$ cat config.mk
export PLATFORM = sky130hd
export DESIGN_NAME = pio_msg_injector
export DESIGN_NICKNAME = d
export VERILOG_FILES = /design/src/rtl/pmi_pkg.sv /design/src/rtl/pmi_addr_decode.sv /design/src/rtl/pmi_payload_buf.sv /design/src/rtl/pmi_credit_wdog.sv /design/src/rtl/pio_msg_injector.sv
export SDC_FILE = /design/constraint.sdc
export NUM_CORES = 1
export LEC_CHECK = 0
export BUFFER_PORTS_ARGS = -buffer_cell sky130_fd_sc_hd__buf_4
export CORE_UTILIZATION = 55
export DETAILED_ROUTE_END_ITERATION = 8
export GPL_ROUTABILITY_DRIVEN = 0
export HOLD_SLACK_MARGIN = 0.02
export PLACE_DENSITY_LB_ADDON = 0.15
export SLEW_MARGIN = 10
export SYNTH_ARGS = -nofsm -noshare
export SYNTH_HDL_FRONTEND = slang
export SYNTH_HIERARCHICAL = 1
export SYNTH_SLANG_ARGS = --single-unit
$ cat constraint.sdc
create_clock -name clk -period 3.9 [get_ports clk]
set_input_delay 0.78 -clock clk [delete_from_list [all_inputs] [get_ports clk]]
set_output_delay 0.78 -clock clk [all_outputs]
set_load 0.01 [all_outputs]
$ cat src/rtl/pmi_pkg.sv
package pmi_pkg;

  typedef enum logic [2:0] {
    ST_IDLE    = 3'd0,
    ST_COLLECT = 3'd1,
    ST_DROP    = 3'd2,
    ST_WAIT    = 3'd3,
    ST_SEND    = 3'd4
  } pmi_state_e;

  function automatic logic [31:0] make_header(input logic [7:0] ctx,
                                              input logic [7:0] tag,
                                              input logic [7:0] qw_count);
    return {ctx, tag, 8'h00, qw_count};
  endfunction

endpackage

$ cat src/rtl/pmi_addr_decode.sv
module pmi_addr_decode #(
  parameter int ADDR_W    = 16,
  parameter int PAGE_BITS = 12,
  parameter int LEN_LSB   = 3,
  parameter int LEN_W     = 3,
  parameter int TAG_W     = 6,
  localparam int CTX_W    = ADDR_W - PAGE_BITS,
  localparam int NCTX     = 1 << CTX_W
) (
  input  logic [ADDR_W-1:0] addr,
  input  logic [NCTX-1:0]   ctx_enable,
  output logic [LEN_W-1:0]  qw_m1,
  output logic [TAG_W-1:0]  tag,
  output logic [CTX_W-1:0]  ctx,
  output logic              allowed
);

  localparam int TAG_LSB = LEN_LSB + LEN_W;

  logic unused_low;
  assign unused_low = ^addr[LEN_LSB-1:0];

  assign qw_m1   = addr[LEN_LSB +: LEN_W];
  assign tag     = addr[TAG_LSB +: TAG_W];
  assign ctx     = addr[PAGE_BITS +: CTX_W];
  assign allowed = ctx_enable[ctx];

endmodule

$ cat src/rtl/pmi_payload_buf.sv
module pmi_payload_buf #(
  parameter int DATA_W = 32,
  parameter int DEPTH  = 16,
  localparam int IDX_W = $clog2(DEPTH)
) (
  input  logic              clk,
  input  logic              wr_en,
  input  logic [IDX_W-1:0]  wr_idx,
  input  logic [DATA_W-1:0] wr_data,
  input  logic [IDX_W-1:0]  rd_idx,
  output logic [DATA_W-1:0] rd_data
);

  logic [DATA_W-1:0] slot [DEPTH];

  for (genvar i = 0; i < DEPTH; i++) begin : g_slot
    logic slot_we;
    assign slot_we = wr_en && (wr_idx == IDX_W'(i));
    always_ff @(posedge clk) begin
      if (slot_we) slot[i] <= wr_data;
    end
  end

  assign rd_data = slot[rd_idx];

endmodule

$ cat src/rtl/pmi_credit_wdog.sv
module pmi_credit_wdog #(
  parameter int CRED_W = 4,
  parameter int WDOG_W = 16
) (
  input  logic              clk,
  input  logic              rst_n,
  input  logic              credit_inc,
  input  logic              waiting,
  input  logic [WDOG_W-1:0] wdog_limit,
  output logic              have_credit,
  output logic              take,
  output logic              expire
);

  localparam logic [CRED_W-1:0] CRED_MAX = '1;

  logic [CRED_W-1:0] cred_q, cred_n;
  logic [WDOG_W-1:0] wd_q, wd_n;

  assign have_credit = (cred_q != '0);
  assign take        = waiting && have_credit;
  assign expire      = waiting && !have_credit && (wd_q == wdog_limit);

  always_comb begin
    cred_n = cred_q;
    if (credit_inc && !take) begin
      if (cred_q != CRED_MAX) cred_n = cred_q + CRED_W'(1);
    end else if (take && !credit_inc) begin
      cred_n = cred_q - CRED_W'(1);
    end
  end

  always_comb begin
    wd_n = wd_q;
    if (!waiting) wd_n = '0;
    else if (!have_credit && !expire) wd_n = wd_q + WDOG_W'(1);
  end

  always_ff @(posedge clk or negedge rst_n) begin
    if (!rst_n) begin
      cred_q <= '0;
      wd_q   <= '0;
    end else begin
      cred_q <= cred_n;
      wd_q   <= wd_n;
    end
  end

  // a credit is only taken when one is held
  p_take_needs_credit_r8: assert property (@(posedge clk) disable iff (!rst_n)
    take |-> (cred_q != '0));

  // the counter never runs past the programmed bound while waiting
  p_wd_bounded_r9: assert property (@(posedge clk) disable iff (!rst_n)
    (waiting && !have_credit && $stable(wdog_limit)) |-> (wd_q <= wdog_limit));

endmodule

$ cat src/rtl/pio_msg_injector.sv
module pio_msg_injector #(
  parameter int ADDR_W    = 16,
  parameter int PAGE_BITS = 12,
  parameter int LEN_W     = 3,
  parameter int TAG_W     = 6,
  parameter int DATA_W    = 32,
  parameter int CRED_W    = 4,
  parameter int WDOG_W    = 16,
  localparam int CTX_W    = ADDR_W - PAGE_BITS,
  localparam int NCTX     = 1 << CTX_W
) (
  input  logic              clk,
  input  logic              rst_n,
  input  logic              wr_valid,
  output logic              wr_ready,
  input  logic              wr_first,
  input  logic              wr_last,
  input  logic [ADDR_W-1:0] wr_addr,
  input  logic [DATA_W-1:0] wr_data,
  input  logic [NCTX-1:0]   ctx_enable,
  input  logic [WDOG_W-1:0] wdog_limit,
  input  logic              credit_inc,
  input  logic              err_clr,
  output logic              pkt_valid,
  output logic              pkt_sop,
  output logic              pkt_eop,
  output logic [DATA_W-1:0] pkt_data,
  output logic              split_err,
  output logic              auth_err,
  output logic              wdog_err,
  output logic [CTX_W-1:0]  wdog_ctx
);
  import pmi_pkg::*;

  localparam int WPQ    = 64 / DATA_W;
  localparam int MAX_QW = 1 << LEN_W;
  localparam int DEPTH  = MAX_QW * WPQ;
  localparam int IDX_W  = $clog2(DEPTH);
  localparam int BEAT_W = $clog2(DEPTH + 1);

  pmi_state_e        state_q, state_n;
  logic [BEAT_W-1:0] cnt_q, cnt_n;
  logic [BEAT_W-1:0] oidx_q, oidx_n;
  logic [CTX_W-1:0]  ctx_q, ctx_n;
  logic [TAG_W-1:0]  tag_q, tag_n;
  logic [LEN_W-1:0]  qwm1_q, qwm1_n;
  logic              split_q, split_n;
  logic              auth_q, auth_n;
  logic              wderr_q, wderr_n;
  logic [CTX_W-1:0]  wdctx_q, wdctx_n;

  logic [LEN_W-1:0]  dec_qwm1;
  logic [TAG_W-1:0]  dec_tag;
  logic [CTX_W-1:0]  dec_ctx;
  logic              dec_allowed;

  logic              beat;
  logic              buf_we;
  logic [IDX_W-1:0]  buf_widx;
  logic [IDX_W-1:0]  buf_ridx;
  logic [DATA_W-1:0] buf_rdata;
  logic              waiting, have_credit, take, expire;
  logic [BEAT_W-1:0] dec_beats, held_beats, cnt_inc;

  pmi_addr_decode #(
    .ADDR_W(ADDR_W), .PAGE_BITS(PAGE_BITS), .LEN_LSB(3),
    .LEN_W(LEN_W), .TAG_W(TAG_W)
  ) u_dec (
    .addr(wr_addr), .ctx_enable(ctx_enable),
    .qw_m1(dec_qwm1), .tag(dec_tag), .ctx(dec_ctx), .allowed(dec_allowed)
  );

  pmi_payload_buf #(.DATA_W(DATA_W), .DEPTH(DEPTH)) u_buf (
    .clk(clk), .wr_en(buf_we), .wr_idx(buf_widx), .wr_data(wr_data),
    .rd_idx(buf_ridx), .rd_data(buf_rdata)
  );

  pmi_credit_wdog #(.CRED_W(CRED_W), .WDOG_W(WDOG_W)) u_cred (
    .clk(clk), .rst_n(rst_n), .credit_inc(credit_inc), .waiting(waiting),
    .wdog_limit(wdog_limit), .have_credit(have_credit), .take(take),
    .expire(expire)
  );

  assign wr_ready   = (state_q == ST_IDLE) || (state_q == ST_COLLECT) ||
                      (state_q == ST_DROP);
  assign beat       = wr_valid && wr_ready;
  assign waiting    = (state_q == ST_WAIT);
  assign dec_beats  = (BEAT_W'(dec_qwm1) + BEAT_W'(1)) * BEAT_W'(WPQ);
  assign held_beats = (BEAT_W'(qwm1_q) + BEAT_W'(1)) * BEAT_W'(WPQ);
  assign cnt_inc    = cnt_q + BEAT_W'(1);
  assign buf_ridx   = IDX_W'(oidx_q - BEAT_W'(1));

  // next-state logic
  always_comb begin
    state_n  = state_q;
    cnt_n    = cnt_q;
    oidx_n   = oidx_q;
    ctx_n    = ctx_q;
    tag_n    = tag_q;
    qwm1_n   = qwm1_q;
    split_n  = 1'b0;
    auth_n   = 1'b0;
    wderr_n  = wderr_q;
    wdctx_n  = wdctx_q;
    buf_we   = 1'b0;
    buf_widx = '0;

    if (err_clr) wderr_n = 1'b0;

    unique case (state_q)
      ST_IDLE: begin
        if (beat) begin
          if (!wr_first) begin
            split_n = 1'b1;
            if (!wr_last) state_n = ST_DROP;
          end else if (!dec_allowed) begin
            auth_n = 1'b1;
            if (!wr_last) state_n = ST_DROP;
          end else begin
            buf_we = 1'b1;
            ctx_n  = dec_ctx;
            tag_n  = dec_tag;
            qwm1_n = dec_qwm1;
            cnt_n  = BEAT_W'(1);
            if (wr_last) begin
              if (dec_beats == BEAT_W'(1)) state_n = ST_WAIT;
              else split_n = 1'b1;
            end else if (dec_beats == BEAT_W'(1)) begin
              split_n = 1'b1;
              state_n = ST_DROP;
            end else begin
              state_n = ST_COLLECT;
            end
          end
        end
      end
      ST_COLLECT: begin
        if (beat) begin
          if (wr_first) begin
            split_n = 1'b1;
            state_n = wr_last ? ST_IDLE : ST_DROP;
          end else begin
            buf_we   = 1'b1;
            buf_widx = IDX_W'(cnt_q);
            cnt_n    = cnt_inc;
            if (wr_last) begin
              if (cnt_inc == held_beats) state_n = ST_WAIT;
              else begin
                split_n = 1'b1;
                state_n = ST_IDLE;
              end
            end else if (cnt_inc == held_beats) begin
              split_n = 1'b1;
              state_n = ST_DROP;
            end
          end
        end
      end
      ST_DROP: begin
        if (beat && wr_last) state_n = ST_IDLE;
      end
      ST_WAIT: begin
        if (take) begin
          oidx_n  = '0;
          state_n = ST_SEND;
        end else if (expire) begin
          wderr_n = 1'b1;
          wdctx_n = ctx_q;
          state_n = ST_IDLE;
        end
      end
      ST_SEND: begin
        oidx_n = oidx_q + BEAT_W'(1);
        if (oidx_q == held_beats) state_n = ST_IDLE;
      end
      default: state_n = ST_IDLE;
    endcase
  end

  // state registers
  always_ff @(posedge clk or negedge rst_n) begin
    if (!rst_n) begin
      state_q <= ST_IDLE;
      cnt_q   <= '0;
      oidx_q  <= '0;
      ctx_q   <= '0;
      tag_q   <= '0;
      qwm1_q  <= '0;
      split_q <= 1'b0;
      auth_q  <= 1'b0;
      wderr_q <= 1'b0;
      wdctx_q <= '0;
    end else begin
      state_q <= state_n;
      cnt_q   <= cnt_n;
      oidx_q  <= oidx_n;
      ctx_q   <= ctx_n;
      tag_q   <= tag_n;
      qwm1_q  <= qwm1_n;
      split_q <= split_n;
      auth_q  <= auth_n;
      wderr_q <= wderr_n;
      wdctx_q <= wdctx_n;
    end
  end

  always_comb begin
    pkt_valid = (state_q == ST_SEND);
    pkt_sop   = pkt_valid && (oidx_q == '0);
    pkt_eop   = pkt_valid && (oidx_q == held_beats);
    if (oidx_q == '0)
      pkt_data = make_header(8'(ctx_q), 8'(tag_q), 8'(qwm1_q) + 8'd1);
    else
      pkt_data = buf_rdata;
  end

  assign split_err = split_q;
  assign auth_err  = auth_q;
  assign wdog_err  = wderr_q;
  assign wdog_ctx  = wdctx_q;

  // the host side is closed while a packet is on the wire
  p_no_accept_in_send_r10: assert property (@(posedge clk) disable iff (!rst_n)
    pkt_valid |-> !wr_ready);

  // every packet starts with its header word
  p_header_leads_r2: assert property (@(posedge clk) disable iff (!rst_n)
    $rose(pkt_valid) |-> pkt_sop);

  // once started, a packet is contiguous until its last word
  p_contiguous_r2: assert property (@(posedge clk) disable iff (!rst_n)
    (pkt_valid && !pkt_eop) |=> pkt_valid);

  // fault pulses are mutually exclusive
  p_faults_exclusive_r3: assert property (@(posedge clk) disable iff (!rst_n)
    $onehot0({split_err, auth_err}));

  // a fragmented store never coincides with packet output
  p_split_no_pkt_r4: assert property (@(posedge clk) disable iff (!rst_n)
    split_err |-> !pkt_valid);

  // the watchdog error is held until cleared
  p_wdog_sticky_r9: assert property (@(posedge clk) disable iff (!rst_n)
    (wdog_err && !err_clr) |=> wdog_err);

endmodule

* Word-level counts from Yosys, hierarchy flattened
Memories as Yosys holds them, arrays and structs flattened.
Index checks and enable logic that the tools add are counted.
** Operators by class
- Eq/ne operators :: 36
- Magnitude comparators :: 1
- Bitwise operators :: 1
- Add/subtract/negate cells :: 8
- Multiplexer cells :: 136
- Reduce and logical (&&, ||, !) cells :: 60
** Operators with widths (count)
- 32-bit two-way mux :: 16
- 32-bit OR reduction :: 15
- 4-bit two-way mux :: 21
- 1-bit two-way mux :: 70
- 3-bit two-way mux :: 13
- 4-bit == test (second input constant) :: 8
- 16-bit two-way mux :: 2
- 5-bit two-way mux :: 6
- 1-bit logical AND :: 26
- 5-bit one-hot mux with 2 select lines :: 2
- 16-bit by 1-bit adder with 16-bit output (second input constant) :: 1
- 16-bit == test :: 1
- 4-bit by 3-bit == test with 1-bit output (second input constant) :: 4
- 2-bit inequality test (second input constant) :: 8
- 3-bit one-hot mux with 5 select lines :: 1
- 5-bit by 1-bit adder with 5-bit output (second input constant) :: 2
- 5-bit == test :: 2
- 3-bit by 1-bit adder with 4-bit output (second input constant) :: 2
- 4-bit by 2-bit == test with 1-bit output (second input constant) :: 2
- 4-bit inequality test (second input constant) :: 2
- 4-bit by 1-bit subtractor with 4-bit output (second input constant) :: 2
- 7-bit AND reduction :: 1
- 3-bit by 2-bit == test with 1-bit output (second input constant) :: 2
- 6-bit AND reduction :: 1
- 22 further kinds :: 32
** Word-level totals
- Word-level logic and storage cells :: 255
- Memories :: 1
- Memory bits (writable) :: 512
- Input port bits :: 87
- Bits in registers :: 53
- Output and inout port bits :: 43
** Memories
- u_buf.slot :: words 16, width 32, read ports 1, clocked after memory_dff 0, wr ports 1, line pmi_payload_buf.sv:14 : logic [DATA_W-1:0] slot [DEPTH];

* Longest topological paths before layout
- Depth in word-level cells :: 26
- Depth in mapped cells :: 10
- Gate-level depth less buffers :: 9

* Cells and area by module
Netlist, hierarchy kept.
** Modules (own cells, without submodules)
- pmi_payload_buf :: instances 1, cells an instance 806, sequential area each 15374.7 um^2, area each 19194.7 um^2
- pio_msg_injector :: instances 1, cells an instance 208, sequential area each 825.8 um^2, area each 2123.3 um^2
- pmi_credit_wdog :: instances 1, cells an instance 142, sequential area each 500.5 um^2, area each 1291.2 um^2
- pmi_addr_decode :: instances 1, cells an instance 20, sequential area each 0.0 um^2, area each 232.7 um^2

* Worst setup path after synthesis
OpenSTA, ideal clock, no wires.
- Path type :: input to register
- Start point :: input wr_addr[12]
- End point :: memory u_buf.slot[0][0], enable pin
- Buffers on the path :: 0
- Path slack :: -1.214 ns
- Required time :: 3.439 ns
- Setup time :: 0.461 ns
- Stages :: 8
- Arrival :: 4.652 ns
- Cell sequence :: mux4_1 > mux2i_1 > mux2i_1 > and3b_1 > o211ai_1 > inv_1 > or3b_2 > nor3_1
** Between the ends
- Elaborated cells on any way between the ends :: 99
- Those cells by class :: mux (68); reduce/logical (31)
** RTL lines
- from (decl) :: line pio_msg_injector.sv:18 : input logic [ADDR_W-1:0] wr_addr,
- 1-bit binary-select mux with 4-bit select :: line pmi_addr_decode.sv:26 : assign allowed = ctx_enable[ctx];
- 1-bit two-way mux (implied by the code) :: line pmi_addr_decode.sv:26
- named net dec_allowed :: line pio_msg_injector.sv:55 : logic dec_allowed;
- 1-bit two-way mux :: line pio_msg_injector.sv:116 : end else if (!dec_allowed) begin
- 1-bit two-way mux :: line pio_msg_injector.sv:113 : if (!wr_first) begin
- 1-bit two-way mux :: line pio_msg_injector.sv:112 : if (beat) begin
- 1-bit one-hot mux with 2 select lines :: line pio_msg_injector.sv:110 : unique case (state_q)
- named net buf_we :: line pio_msg_injector.sv:58 : logic buf_we;
- 1-bit logical AND :: line pmi_payload_buf.sv:18 : assign slot_we = wr_en && (wr_idx == IDX_W'(i));
- named net u_buf.g_slot[0].slot_we :: line pmi_payload_buf.sv:17 : logic slot_we;
- 1-bit two-way mux :: line pmi_payload_buf.sv:20 : if (slot_we) slot[i] <= wr_data;
- 1-bit two-way mux (implied by the code) :: line pmi_payload_buf.sv:20
- 1-bit two-way mux (no source line) (15 in a row)
- to (decl) :: line pmi_payload_buf.sv:14
The timed path passes the listed nets, and every way through them passes these cells. The select of a mux whose other input is x is not followed.

* Final worst setup path
- Start point :: register oidx_q[0]
- End point :: output pkt_data[18]
** Between the ends
- Longest elaborated chain between the ends :: 3
- Elaborated cells on any way between the ends :: 4
- Those cells by class :: add/sub (1); mux (1); reduce/logical (1); memory (1)
** Ends and longest elaborated chain
- from (decl) :: line pio_msg_injector.sv:43 : logic [BEAT_W-1:0] oidx_q, oidx_n;
- from (signal assigned) :: line pio_msg_injector.sv:196 : oidx_q <= oidx_n;
- 4-bit by 1-bit subtractor with 4-bit output :: line pio_msg_injector.sv:91 : assign buf_ridx = IDX_W'(oidx_q - BEAT_W'(1));
- named net buf_ridx[0] :: line pio_msg_injector.sv:60 : logic [IDX_W-1:0] buf_ridx;
- memory 16 x 32 bit
- named net buf_rdata[18] :: line pio_msg_injector.sv:61 : logic [DATA_W-1:0] buf_rdata;
- 32-bit two-way mux :: line pio_msg_injector.sv:211 : if (oidx_q == '0)
- to (decl) :: line pio_msg_injector.sv:27 : output logic [DATA_W-1:0] pkt_data,
The timed path passes the listed nets, and every way through them passes these cells.

==> results.py <==
metrics = {
    "clock_tree": {
        "clk_transition_reported_paths_ps": 60,
        "clock_latency_at_the_later_pin_of_the_worst_skew_pair_ps": 610,
        "cts.sink_count": 565,
        "ctsRootBufferMaster": "clkbuf_16",
        "cts_tree": "built",
        "ctsHoldBuffers": 0,
        "cts_buffers": 56,
        "ctsLongestPathBuffers": 3,
        "h_tree_lvl_count": 2,
    },
    "critical_path": {
        "critical-path-max-stage-delay_ps": 450,
        "timing.reg2reg.worst_path_depth": 7,
        "worst_setup_path_end_kind": "output pin",
        "crit_path_max_fanout": 28,
        "path_delay_family": "multiplexers",
        "critical_path_cell_count": 9,
        "cell_by_cell_trace_of_the_critical_path": "inv_8, ha_1, inv_8, buf_16, mux4_2, a22oi_1, nand2_1, mux2_2, buf_4",
        "crit_top_cell": "inv_8",
        "arrival_ps": 3040,
        "worst_path_max_delay_cell": "dfrtp_2",
        "setup.worst_path.class": "flop to output pin",
        "startpoint_type": "flop",
        "worstPathBufferInverterCount": 4,
        "critPathRequiredTime_ps": 3120,
    },
    "timing": {
        "fin_crit_sh_pct": 97.89,
        "drv_slew": 0,
        "hold_viol_final": 0,
        "setup-violations-final": 0,
        "worst_pin_slew_ps": 831.7,
        "fin_worst_skew_ps": 16.14,
        "rsz0062_at_grt": "yes",
        "timing.max_slew.rel_slack_pct": 44.44,
        "achievable_frequency_mhz": 261.9,
        "fin_crit_ps": 3818,
    },
    "route": {
        "wl_per_cell_um": 25.52,
        "dr.pass1.iters": 4,
        "drt.antenna.violating_nets": 0,
        "route.final.wire_length_mm": 49.31,
        "vias_per_inst": 6.151,
        "num_vias": 11883,
        "post_detailed_route_drc_marker_count": 0,
        "first_iter_violations": 1089,
    },
    "synth": {
        "yosysUniqueCellTypes": 55,
        "ys_ff_latch": 565,
        "post-synth-top-area-cell": "edfxtp_1",
        "syn_area_per_cell_um2": 19.42,
        "synth_top_cell_area_share_pct": 67.31,
        "synth_flop_cell": "edfxtp_1",
        "ys_seq_area_share_pct": 73.12,
        "most_common_cell_in_the_synthesized_netlist": "edfxtp_1",
        "async_flop_share_pct": 9.381,
        "synth_enable_flop_cells": 512,
        "syn-cell-area_mm2": 0.02284,
        "synth_top_cells_by_area": "edfxtp_1, mux4_2, dfrtp_1",
        "yosys_warnings": 6,
        "syn-instance-count": 1176,
        "commonest_cells_in_the_netlist": "edfxtp_1, mux4_2, a22oi_1",
        "syn-num-nets": 1274,
    },
    "finish": {
        "layoutNonFillerInstCount": 1932,
        "share_of_post_route_cells_with_drive_strength_above_1_pct": 33.71,
        "number_of_antenna_diodes": 0,
        "syn2layout_area_growth_pct": 17.88,
        "design.final.nets": 1454,
    },
    "global_route": {
        "grt_start_max_net_pins": 60,
        "grt_usage_pct": 23.91,
        "first_global_vias": 12088,
        "first_pass_grt_wire_length_mm": 73.26,
        "global_route.overflow_total": 0,
        "antenna_found_initial": 1,
    },
    "pwr": {
        "netSwitchingPower_uw": 5010,
        "irDropWorstVdd_mv": 0.4520,
        "p_total_uw": 17360,
        "power_per_cell_area_mw_per_mm2": 644.7,
        "static-leakage-power_uw": 0.009349,
        "pwr-share-comb_pct": 30.3,
        "clock_power_share_pct": 29.7,
        "sw_frac_of_total_pct": 28.86,
        "fraction_of_power_consumed_by_sequential_logic_pct": 39.9,
        "p_int_uw": 12350,
    },
    "placement": {
        "place.detailed.hpwl_mm": 28.17,
        "dp_cells": 1816,
        "port_buffers": 126,
    },
    "worst_hold_path": {
        "min_path_type": "primary input to asynchronous set/reset pin",
    },
    "run": {
        "maxCapViolCount": 0,
    },
    "floorplanning": {
        "dieArea_mm2": 0.04235,
        "fp.coreArea_mm2": 0.04092,
        "initial_core_util_pct": 55.82,
        "die_h_um": 205.8,
        "core.rowCount": 74,
        "pin_count": 130,
        "chipWidth_um": 205.8,
    },
    "run_status": {
        "status": "complete, no violations",
    },
}
metrics by stage:
step | utilization [%] | TNS, ps | worst slack (ps) | hold slack, ps | area (um^2)
floorplan | - | -25240 | -370.6 | 446.4 | 22870
finish | 65.79 | 0 | 82.34 | 206.7 | 26930
CTS | 65.40 | -0.7288 | -0.7288 | 226.2 | 26760
global placement | 60.91 | 0 | 230.6 | 477.0 | 24930
detailed placement | 60.91 | 0 | 168.4 | 476.7 | 24930
global route | 65.79 | -65.19 | -16.46 | 263.5 | 26930
cells in the final DEF, fill, tap and decap left out, types with 10 or more instances in the layout:
| cell type | instances |
|---|---|
| inv_1 | 11 |
| nor2b_1 | 18 |
| edfxtp_1 | 512 |
| buf_12 | 21 |
| clkinv_2 | 11 |
| clkbuf_16 | 59 |
| mux2_2 | 29 |
| o21ai_0 | 27 |
| nand2_1 | 54 |
| nand3_1 | 12 |
| dfrtp_1 | 51 |
| ha_1 | 10 |
| nor2_1 | 12 |
| mux4_2 | 128 |
| a22oi_1 | 61 |
| nor2_4 | 15 |
| clkbuf_1 | 16 |
| buf_4 | 163 |
| xor2_1 | 20 |
| a21oi_1 | 22 |
kinds of logic (layout without fill, tap and decap cells):
group | count (synthesis) | count (layout) | share of synthesized area, %
AOI/OAI and AO/OA | 137 | 137 | 4.037
buffers and inverters | 84 | 308 | 1.884
xor gates and xnor gates | 31 | 31 | 1.369
and+or+nand+nor | 182 | 182 | 4.229
adders and majority gates | 11 | 11 | 0.6354
DFF | 565 | 565 | 73.12
muxes | 166 | 166 | 14.73
metal layers:
metal  up-vias  track usage [%]  routed length [um]
met5         -                0                   0
met4         0            6.250                 781
met3        56            3.785                3223
met2       412            39.11               24250
met1      6254            33.88               21050
li1       5161                -                   -
flip-flops by register name, indices dropped and copies added (netlist names):
signal / count
u_buf/slot: 512
u_cred/wd_q: 16
tag_q: 6
cnt_q: 5
oidx_q: 5
ctx_q: 4
u_cred/cred_q: 4
wdog_ctx: 4
qwm1_q: 3
state_q: 3
auth_err: 1
split_err: 1
wdog_err: 1
worst reg2reg max path: cells and delay by family (launching register included):
family | cells | cell delay [ps]
buf+inv | 1 | 350
flops | 1 | 430
simple gates | 6 | 1960
power by group through the flow:
stage / Sequential (uW) / Clock, uW / Combinational (uW)
2_1_floorplan: 7000 / 0 / 3330
3_3_place_gp: 7050 / 0 / 4950
3_5_place_dp: 7060 / 0 / 4990
4_1_cts: 6930 / 5250 / 5110
5_1_grt: 6950 / 5470 / 5650
6_report: 6930 / 5160 / 5270
area by class of cell:
type	count	area, um^2
clock inverters	25	210.2
fillers	2737	14000
inverters	13	63.81
multi-input cells	527	5916
repair buffers	193	1826
flip-flops and latches	565	16700
well taps	532	665.6
clock buffers	77	1541
final timing paths:
kind	start	end	slack (ps)
min in group clk	err_clr	wdog_err$_DFF_PN0_	350
worst max register to register	state_q[1]$_DFFE_PN0P_	u_buf/slot[15][18]$_DFFE_PP_	820
worst max-delay path	oidx_q[0]$_DFFE_PN0P_	pkt_data[18]	80
worst min-delay path	rst_n	qwm1_q[1]$_DFFE_PN0P_	210
worst min register to register	cnt_q[4]$_DFFE_PN0P_	cnt_q[4]$_DFFE_PN0P_	480
max in group asynchronous	rst_n	oidx_q[1]$_DFFE_PN0P_	3190
timing repair:
item	4_1_cts	5_1_grt
setup endpoints to repair	30	21
pin swaps	0	3
cloned	0	2
setup buffers	6	6
gates resized for setup	9	14
No activity file was read; power rests on OpenSTA's default activity.
